==> config.mk <==
export PLATFORM = sky130hd
export DESIGN_NAME = pdisp_point_ctrl
export DESIGN_NICKNAME = d
export VERILOG_FILES = /design/src/rtl/pdisp_pkg.sv /design/src/rtl/pdisp_phase_timer.sv /design/src/rtl/pdisp_req_decode.sv /design/src/rtl/pdisp_op_seq.sv /design/src/rtl/pdisp_point_ctrl.sv
export SDC_FILE = /design/constraint.sdc
export NUM_CORES = 1
export LEC_CHECK = 0
export BUFFER_PORTS_ARGS = -buffer_cell sky130_fd_sc_hd__buf_2
export CELL_PAD_IN_SITES_DETAIL_PLACEMENT = 1
export CELL_PAD_IN_SITES_GLOBAL_PLACEMENT = 2
export CORE_UTILIZATION = 34
export CTS_CLUSTER_SIZE = 14
export DETAILED_ROUTE_END_ITERATION = 8
export PLACE_DENSITY = 0.81
export SYNTH_ARGS = -nofsm -noshare
export SYNTH_HDL_FRONTEND = slang
export SYNTH_SLANG_ARGS = --single-unit
==> constraint.sdc <==
create_clock -name clk -period 3.2 [get_ports clk]
set_input_delay 0.16 -clock clk [delete_from_list [all_inputs] [get_ports clk]]
set_output_delay 0.16 -clock clk [all_outputs]
set_load 0.005 [all_outputs]
==> src/rtl/pdisp_pkg.sv <==
package pdisp_pkg;

   typedef enum logic [2:0] {
      OP_NONE  = 3'd0,
      OP_WRITE = 3'd1,
      OP_ERASE = 3'd2,
      OP_BULK  = 3'd3,
      OP_FAULT = 3'd4
   } pd_op_e;

   typedef enum logic [2:0] {
      ST_IDLE  = 3'd0,
      ST_WAIT  = 3'd1,
      ST_RUN   = 3'd2,
      ST_HOLD  = 3'd3,
      ST_FAULT = 3'd4
   } pd_state_e;

endpackage

==> src/rtl/pdisp_phase_timer.sv <==
module pdisp_phase_timer #(
   parameter int PERIOD_CLKS = 1000
) (
   input  logic clk,
   input  logic rst_n,
   output logic period_tick
);
   localparam int CW = (PERIOD_CLKS > 1) ? $clog2(PERIOD_CLKS) : 1;
   localparam logic [CW-1:0] LAST = CW'(PERIOD_CLKS - 1);

   generate
      if (PERIOD_CLKS < 2) begin : g_bad_period
         $error("pdisp_phase_timer: PERIOD_CLKS must be at least 2");
      end
   endgenerate

   logic [CW-1:0] phase_q;

   always_ff @(posedge clk or negedge rst_n) begin
      if (!rst_n)
         phase_q <= '0;
      else if (phase_q == LAST)
         phase_q <= '0;
      else
         phase_q <= phase_q + 1'b1;
   end

   assign period_tick = (phase_q == LAST);

endmodule

==> src/rtl/pdisp_req_decode.sv <==
module pdisp_req_decode
   import pdisp_pkg::*;
(
   input  logic   wr_cmd,
   input  logic   er_cmd,
   input  logic   bulk_arm,
   input  logic   bulk_go,
   output pd_op_e req_kind,
   output logic   any_line
);
   logic bulk_req;

   assign bulk_req = bulk_arm & bulk_go;
   assign any_line = wr_cmd | er_cmd | bulk_arm | bulk_go;

   always_comb begin
      req_kind = OP_NONE;
      if (bulk_req)
         req_kind = OP_BULK;
      else if (wr_cmd && er_cmd)
         req_kind = OP_FAULT;
      else if (wr_cmd)
         req_kind = OP_WRITE;
      else if (er_cmd)
         req_kind = OP_ERASE;
   end

endmodule

==> src/rtl/pdisp_op_seq.sv <==
module pdisp_op_seq
   import pdisp_pkg::*;
#(
   parameter int COORD_W       = 9,
   parameter int CLEAR_PERIODS = 2
) (
   input  logic               clk,
   input  logic               rst_n,
   input  logic               period_tick,
   input  pd_op_e             req_kind,
   input  logic               any_line,
   input  logic [COORD_W-1:0] pt_x,
   input  logic [COORD_W-1:0] pt_y,
   output logic               op_done,
   output logic               cmd_err,
   output logic [COORD_W-1:0] drv_x,
   output logic [COORD_W-1:0] drv_y,
   output logic               drv_write,
   output logic               drv_erase,
   output logic               drv_bulk
);
   generate
      if (CLEAR_PERIODS < 1) begin : g_bad_clear
         $error("pdisp_op_seq: CLEAR_PERIODS must be at least 1");
      end
   endgenerate

   pd_state_e          state_q;
   pd_op_e             op_q;
   logic [COORD_W-1:0] x_q;
   logic [COORD_W-1:0] y_q;
   logic               last_period;
   logic               running;

   assign running = (state_q == ST_RUN);

   generate
      if (CLEAR_PERIODS > 1) begin : g_multi
         localparam int PW = $clog2(CLEAR_PERIODS);
         localparam logic [PW-1:0] PLAST = PW'(CLEAR_PERIODS - 1);
         logic [PW-1:0] per_q;

         always_ff @(posedge clk or negedge rst_n) begin
            if (!rst_n)
               per_q <= '0;
            else if (!running)
               per_q <= '0;
            else if (period_tick)
               per_q <= per_q + 1'b1;
         end

         assign last_period = (op_q != OP_BULK) || (per_q == PLAST);
      end else begin : g_single
         assign last_period = 1'b1;
      end
   endgenerate

   always_ff @(posedge clk or negedge rst_n) begin
      if (!rst_n) begin
         state_q <= ST_IDLE;
         op_q    <= OP_NONE;
         x_q     <= '0;
         y_q     <= '0;
      end else begin
         unique case (state_q)
            ST_IDLE: begin
               if (req_kind == OP_FAULT) begin
                  state_q <= ST_FAULT;
               end else if (req_kind != OP_NONE) begin
                  state_q <= ST_WAIT;
                  op_q    <= req_kind;
                  x_q     <= pt_x;
                  y_q     <= pt_y;
               end
            end
            ST_WAIT:  if (period_tick) state_q <= ST_RUN;
            ST_RUN:   if (period_tick && last_period) state_q <= ST_HOLD;
            ST_HOLD:  if (!any_line) state_q <= ST_IDLE;
            ST_FAULT: if (!any_line) state_q <= ST_IDLE;
            default:  state_q <= ST_IDLE;
         endcase
      end
   end

   assign op_done   = (state_q == ST_IDLE) || (state_q == ST_HOLD) || (state_q == ST_FAULT);
   assign cmd_err   = (state_q == ST_FAULT);
   assign drv_x     = x_q;
   assign drv_y     = y_q;
   assign drv_write = running && (op_q == OP_WRITE);
   assign drv_erase = running && (op_q == OP_ERASE);
   assign drv_bulk  = running && (op_q == OP_BULK);

endmodule

==> src/rtl/pdisp_point_ctrl.sv <==
module pdisp_point_ctrl
   import pdisp_pkg::*;
#(
   parameter int COORD_W       = 9,
   parameter int PERIOD_CLKS   = 1000,
   parameter int CLEAR_PERIODS = 2
) (
   input  logic               clk,
   input  logic               rst_n,
   input  logic [COORD_W-1:0] pt_x,
   input  logic [COORD_W-1:0] pt_y,
   input  logic               wr_cmd,
   input  logic               er_cmd,
   input  logic               bulk_arm,
   input  logic               bulk_go,
   output logic               op_done,
   output logic               cmd_err,
   output logic [COORD_W-1:0] drv_x,
   output logic [COORD_W-1:0] drv_y,
   output logic               drv_write,
   output logic               drv_erase,
   output logic               drv_bulk
);
   generate
      if (COORD_W < 1) begin : g_bad_coord
         $error("pdisp_point_ctrl: COORD_W must be positive");
      end
   endgenerate

   logic   period_tick;
   pd_op_e req_kind;
   logic   any_line;

   pdisp_phase_timer #(.PERIOD_CLKS(PERIOD_CLKS)) u_timer (
      .clk         (clk),
      .rst_n       (rst_n),
      .period_tick (period_tick)
   );

   pdisp_req_decode u_dec (
      .wr_cmd   (wr_cmd),
      .er_cmd   (er_cmd),
      .bulk_arm (bulk_arm),
      .bulk_go  (bulk_go),
      .req_kind (req_kind),
      .any_line (any_line)
   );

   pdisp_op_seq #(
      .COORD_W       (COORD_W),
      .CLEAR_PERIODS (CLEAR_PERIODS)
   ) u_seq (
      .clk         (clk),
      .rst_n       (rst_n),
      .period_tick (period_tick),
      .req_kind    (req_kind),
      .any_line    (any_line),
      .pt_x        (pt_x),
      .pt_y        (pt_y),
      .op_done     (op_done),
      .cmd_err     (cmd_err),
      .drv_x       (drv_x),
      .drv_y       (drv_y),
      .drv_write   (drv_write),
      .drv_erase   (drv_erase),
      .drv_bulk    (drv_bulk)
   );

endmodule

# After elaboration in Yosys (flattened, before gate mapping)

Cells that the tools add are included.

Input port bits: 24
Output and inout bits: 23
Logic and storage cells: 54
Register bits after elaboration: 35

Equal/unequal tests: 15
Bitwise operators: 5
Mux-type cells: 13
Reductions and logical operators: 13
$add $sub $neg: 2

Operators by type and width:

| operator                | number |
|---|---|
| $mux W3                 | 8 |
| $eq A3 B2 Y1 const B    | 4 |
| $pmux W3 S4             | 1 |
| $add A10 B1 Y10 const B | 1 |
| $eq A10 B10 Y1 const B  | 1 |
| $mux W10                | 1 |
| $eq A3 B1 Y1 const B    | 2 |
| $eq A3 B3 Y1 const B    | 2 |
| $logic_and A1 B1 Y1     | 5 |
| $ne A2 B1 Y1 const B    | 2 |
| $ne A2 B2 Y1 const B    | 2 |
| $reduce_and A4 Y1       | 1 |
| $logic_not A3 Y1        | 1 |
| $logic_or A1 B1 Y1      | 3 |
| $ne A3 B1 Y1 const B    | 1 |
| $ne A3 B2 Y1 const B    | 1 |
| $or A1 B1 Y1            | 3 |
| $reduce_and A3 Y1       | 1 |
| $reduce_bool A3 Y1      | 1 |
| $mux W1                 | 2 |
| $mux W2                 | 1 |
| $reduce_or A2 Y1        | 1 |
| $add A1 B1 Y1 const B   | 1 |
| $and A1 B1 Y1           | 1 |
| $not A1 Y1              | 1 |

# Longest topological paths before layout

Word-level depth: 8
Gate-level depth with buffers: 6
Mapped depth without buffers: 6

# Modules after synthesis

From an unflattened synthesis, not the netlist that was laid out.

Cell total of the unflattened synthesis: 131
Area total of the unflattened synthesis: 1,647.8 µm²

By module, submodules not included:

| module            | sequential area each (µm²) | times used | cells each | area each (µm²) |
|---|---|---|---|---|
| pdisp_op_seq      | 625.6                      | 1          | 81         | 1,129.8 |
| pdisp_phase_timer | 250.2                      | 1          | 43         | 483.0 |
| pdisp_req_decode  | 0.0                        | 1          | 7          | 35.0 |

# Least setup slack after synthesis

No wires, ideal clock.

Kind: register -> register
From: register u_seq.state_q[1]
To: register u_seq.x_q[0] (netlist: u_seq.drv_x[0])
Path buffers: 1
Slack: 1.591 ns
Setup time: 0.125 ns
Data arrival time: 1.484 ns
Data required time: 3.075 ns
Period minus slack after synthesis: 1.609 ns
Stages on the path, launching flop included: 5
Cells stage by stage: dfrtp_1 > or3_1 > a21oi_1 > buf_2 > mux2_2

Longest elaborated chain between the ends: 2

RTL lines:

| item                               | RTL line           | source |
|---|---|---|
| from (decl)                        | pdisp_op_seq.sv:28 | `pd_state_e state_q;` |
| from (signal assigned)             | pdisp_op_seq.sv:60 | `state_q <= ST_IDLE;` |
| from (signal assigned)             | pdisp_op_seq.sv:68 | `state_q <= ST_FAULT;` |
| from (signal assigned)             | pdisp_op_seq.sv:70 | `state_q <= ST_WAIT;` |
| $logic_not A3 Y1                   | pdisp_op_seq.sv:65 | `unique case (state_q)` |
| $reduce_and A3 Y1 (no source line) | n/a                |  |
| to (signal assigned)               | pdisp_op_seq.sv:72 | `x_q <= pt_x;` |
| to (decl)                          | pdisp_op_seq.sv:30 | `logic [COORD_W-1:0] x_q;` |

No other way between the ends.
A chain may end at the register's enable or synchronous reset.

# Final worst setup path

From: register u_seq.state_q[1]
To: register u_seq.x_q[4] (netlist: u_seq.drv_x[4])

Same word-level chain as after synthesis.

==> metrics <==
status complete, no violations; top sig layer met4; Final Max Slew Viols 0; Worst Path Arrival 2.35 ns; worst skew pair latency 0.28 ns; Clock Tree Root clkbuf_8; period utilization 0.6818; die height 70.18 um; most common cell after layout, fill and taps aside buf_2; I/O pin total 47; commonest cells after routing, fill and taps aside buf_2, dfrtp_1, mux2_2, nor2_1, nand2_1; library cells used by synthesis 32; global-route wire length before repair 6417 um; leakage dissipation 0.9449 nW; initial core utilization 0.3580; combinational share of power 0.278; Post-Syn Area 1580 um2; CTS tree done; met2 routed WL 1724 um; initial antenna violation count 0; largest net degree at the start of global routing 36; clk buf depth 2; switch share 0.2826; Rows 24; Seq/Total Area, Yosys 0.5542; Internal 1.069 mW; fmax 0.4584 GHz; Post-CTS Resized 0; multi-input logic area 681.9 um2; post-detail-place hpwl 2664 um; final worst slack 1.018 ns; core area 4414 um2; DR WL/cell 14.97 um; DR vias/cell 5.195; clk sinks 35; synthesis-to-layout area growth 26.52%; Worst Path Max Fanout 19; #FFs+latches synth 35; Sequential cell area 875.8 um2; Syn Inst Count 136; Placer Congestion 0.7938; Setup crit end kind flop; Clock Skew 0.006217 ns; min Tclk post-route 2.182 ns; Post-synth EDFFs 0; met3 wire length 213 um; CTS H-Tree Depth 2; switching pwr 420.9 uW; Synth async-reset ratio 1.000; unrepaired setup endpoints after global routing no; NumNets Final 213; Worst slew margin 0.3016; clock-pin slew on the worst setup and hold paths 0.07 ns; # DRC 0; pre-CTS WS 1.012 ns; class of the worst hold path primary input to flop; routed wire length 3608 um; vias post-DR 1252; setup tns final 0 ns; Least-Margin Pin Slew 1.048 ns; P per Cell Area 745.0 nW/um2; maximum vdd ir drop 419.6 uV; Yosys warning count 0; antenna viol nets, final 0; First DRT Iteration DRCs 17; WL met1 1624 um; number of max-cap violations 0; Worst Hold Slack 0.1051 ns; CP required 3.37 ns; Antenna diodes 0; Setup Viol. Count Final 0; die width 70.18 um; share of layout cells above drive strength 1 0.4127; GR Util All Layers 0.1681; Final Hold Fails 0; I/O Buffers 46; Fill cells 503; Syn Nets 161; critical path startpoint category flop; TritonCTS Buffers 5; Seq pwr share 0.446; grt ovf 0; Avg Cell Area, Syn 11.62 um2; CP Class flop to flop; vias in the first global route 1370; die area 4925 um2; drt pass-1 iters 3; Clock Power Share 0.276; prevailing post-synth register cell dfrtp_1; Post-CTS Setup Inserts 0
routing by layer:
| metal | vias up | track usage |
|---|---|---|
| met5 | - | 0 |
| met4 | 0 | 0.06667 |
| met3 | 6 | 0.05195 |
| met2 | 40 | 0.2660 |
| met1 | 619 | 0.2144 |
| li1 | 587 | - |
cells in the mapped netlist (all sizes together), types with 2 or more instances:
cell   instances  area share
dfrtp         35        0.55
mux2          18        0.13
nor2          12       0.029
nand2         11       0.026
a21oi          7       0.022
nand3          6       0.019
o21ai          6       0.021
nor3           4       0.013
xnor2          4       0.022
buf            3      0.0095
inv            3      0.0071
or3            3       0.012
xor2           3       0.017
and3b          2       0.011
nand4          2      0.0079
nor2b          2      0.0079
nor3b          2      0.0095
nor4b          2       0.025
area by class of cell:
type	instances	share of cell area
clock buffer	6	0.04130
timing repair buffer	48	0.1239
clock inverter	2	0.01752
tap	52	0.03254
multi-input combinational	95	0.3411
sequential	35	0.4380
inverter	3	0.005632
path summary, 6_finish.rpt:
kind | slack (ns) | depth (start not counted) | end | from
min in group asynchronous | 0.50 | 2 | u_timer.phase_q[5]$_DFF_PN0_ | rst_n
max | 1.02 | 3 | u_seq.drv_x[4]$_DFFE_PN0P_ | u_seq.state_q[1]$_DFFE_PN0P_
max in group asynchronous | 2.21 | 2 | u_seq.drv_x[8]$_DFFE_PN0P_ | rst_n
min | 0.11 | 2 | u_seq.drv_y[1]$_DFFE_PN0P_ | pt_y[1]
min reg2reg | 0.47 | 1 | u_timer.phase_q[0]$_DFF_PN0_ | u_timer.phase_q[0]$_DFF_PN0_
max reg2reg | 1.02 | 3 | u_seq.drv_x[4]$_DFFE_PN0P_ | u_seq.state_q[1]$_DFFE_PN0P_
worst max-delay path, cell delays in order, from the launching register on:
cell and delay (ns):
dfrtp_1 0.45, or3_1 0.42, a21oi_2 0.77, mux2_2 0.43
flip-flops by register name (all words and copies together) (netlist names):
signal               count
u_timer.phase_q         10
u_seq.op_q               3
u_seq.drv_x              9
u_seq.state_q            3
u_seq.drv_y              9
u_seq.g_multi.per_q      1
timing repair:
item,4_1_cts,5_1_grt
hold buffers,1,0
hold endpoints to repair,35,0
endpoints found under the setup margin,0,0
through the flow:
step	std cells	util	power [mW]	instance area, um2
floorplan	136	-	0.8859	1580
global placement	232	0.4240	1.061	1872
detailed placement	232	0.4240	1.093	1872
CTS	241	0.4529	1.515	1999
global route	241	0.4529	1.588	1999
finish	241	0.4529	1.490	1999
power groups by stage:
| stage | combinational, mW | clock [mW] | sequential, mW |
|---|---|---|---|
| after floorplan | 0.215 | 0 | 0.671 |
| after global placement | 0.400 | 0 | 0.661 |
| after detailed placement | 0.423 | 0 | 0.670 |
| after CTS | 0.426 | 0.421 | 0.668 |
| after global routing | 0.460 | 0.442 | 0.686 |
| final | 0.414 | 0.411 | 0.665 |
logic make-up after synthesis:
kind of cell / Yosys count / share of synthesized area
mux: 18 / 0.1283
flops: 35 / 0.5542
xor+xnor: 7 / 0.03880
buf+inv: 6 / 0.01662
fa+ha+maj: 1 / 0.007916
simple gates: 50 / 0.1789
compound gates: 19 / 0.07522
(Power assumes the default switching activity.)
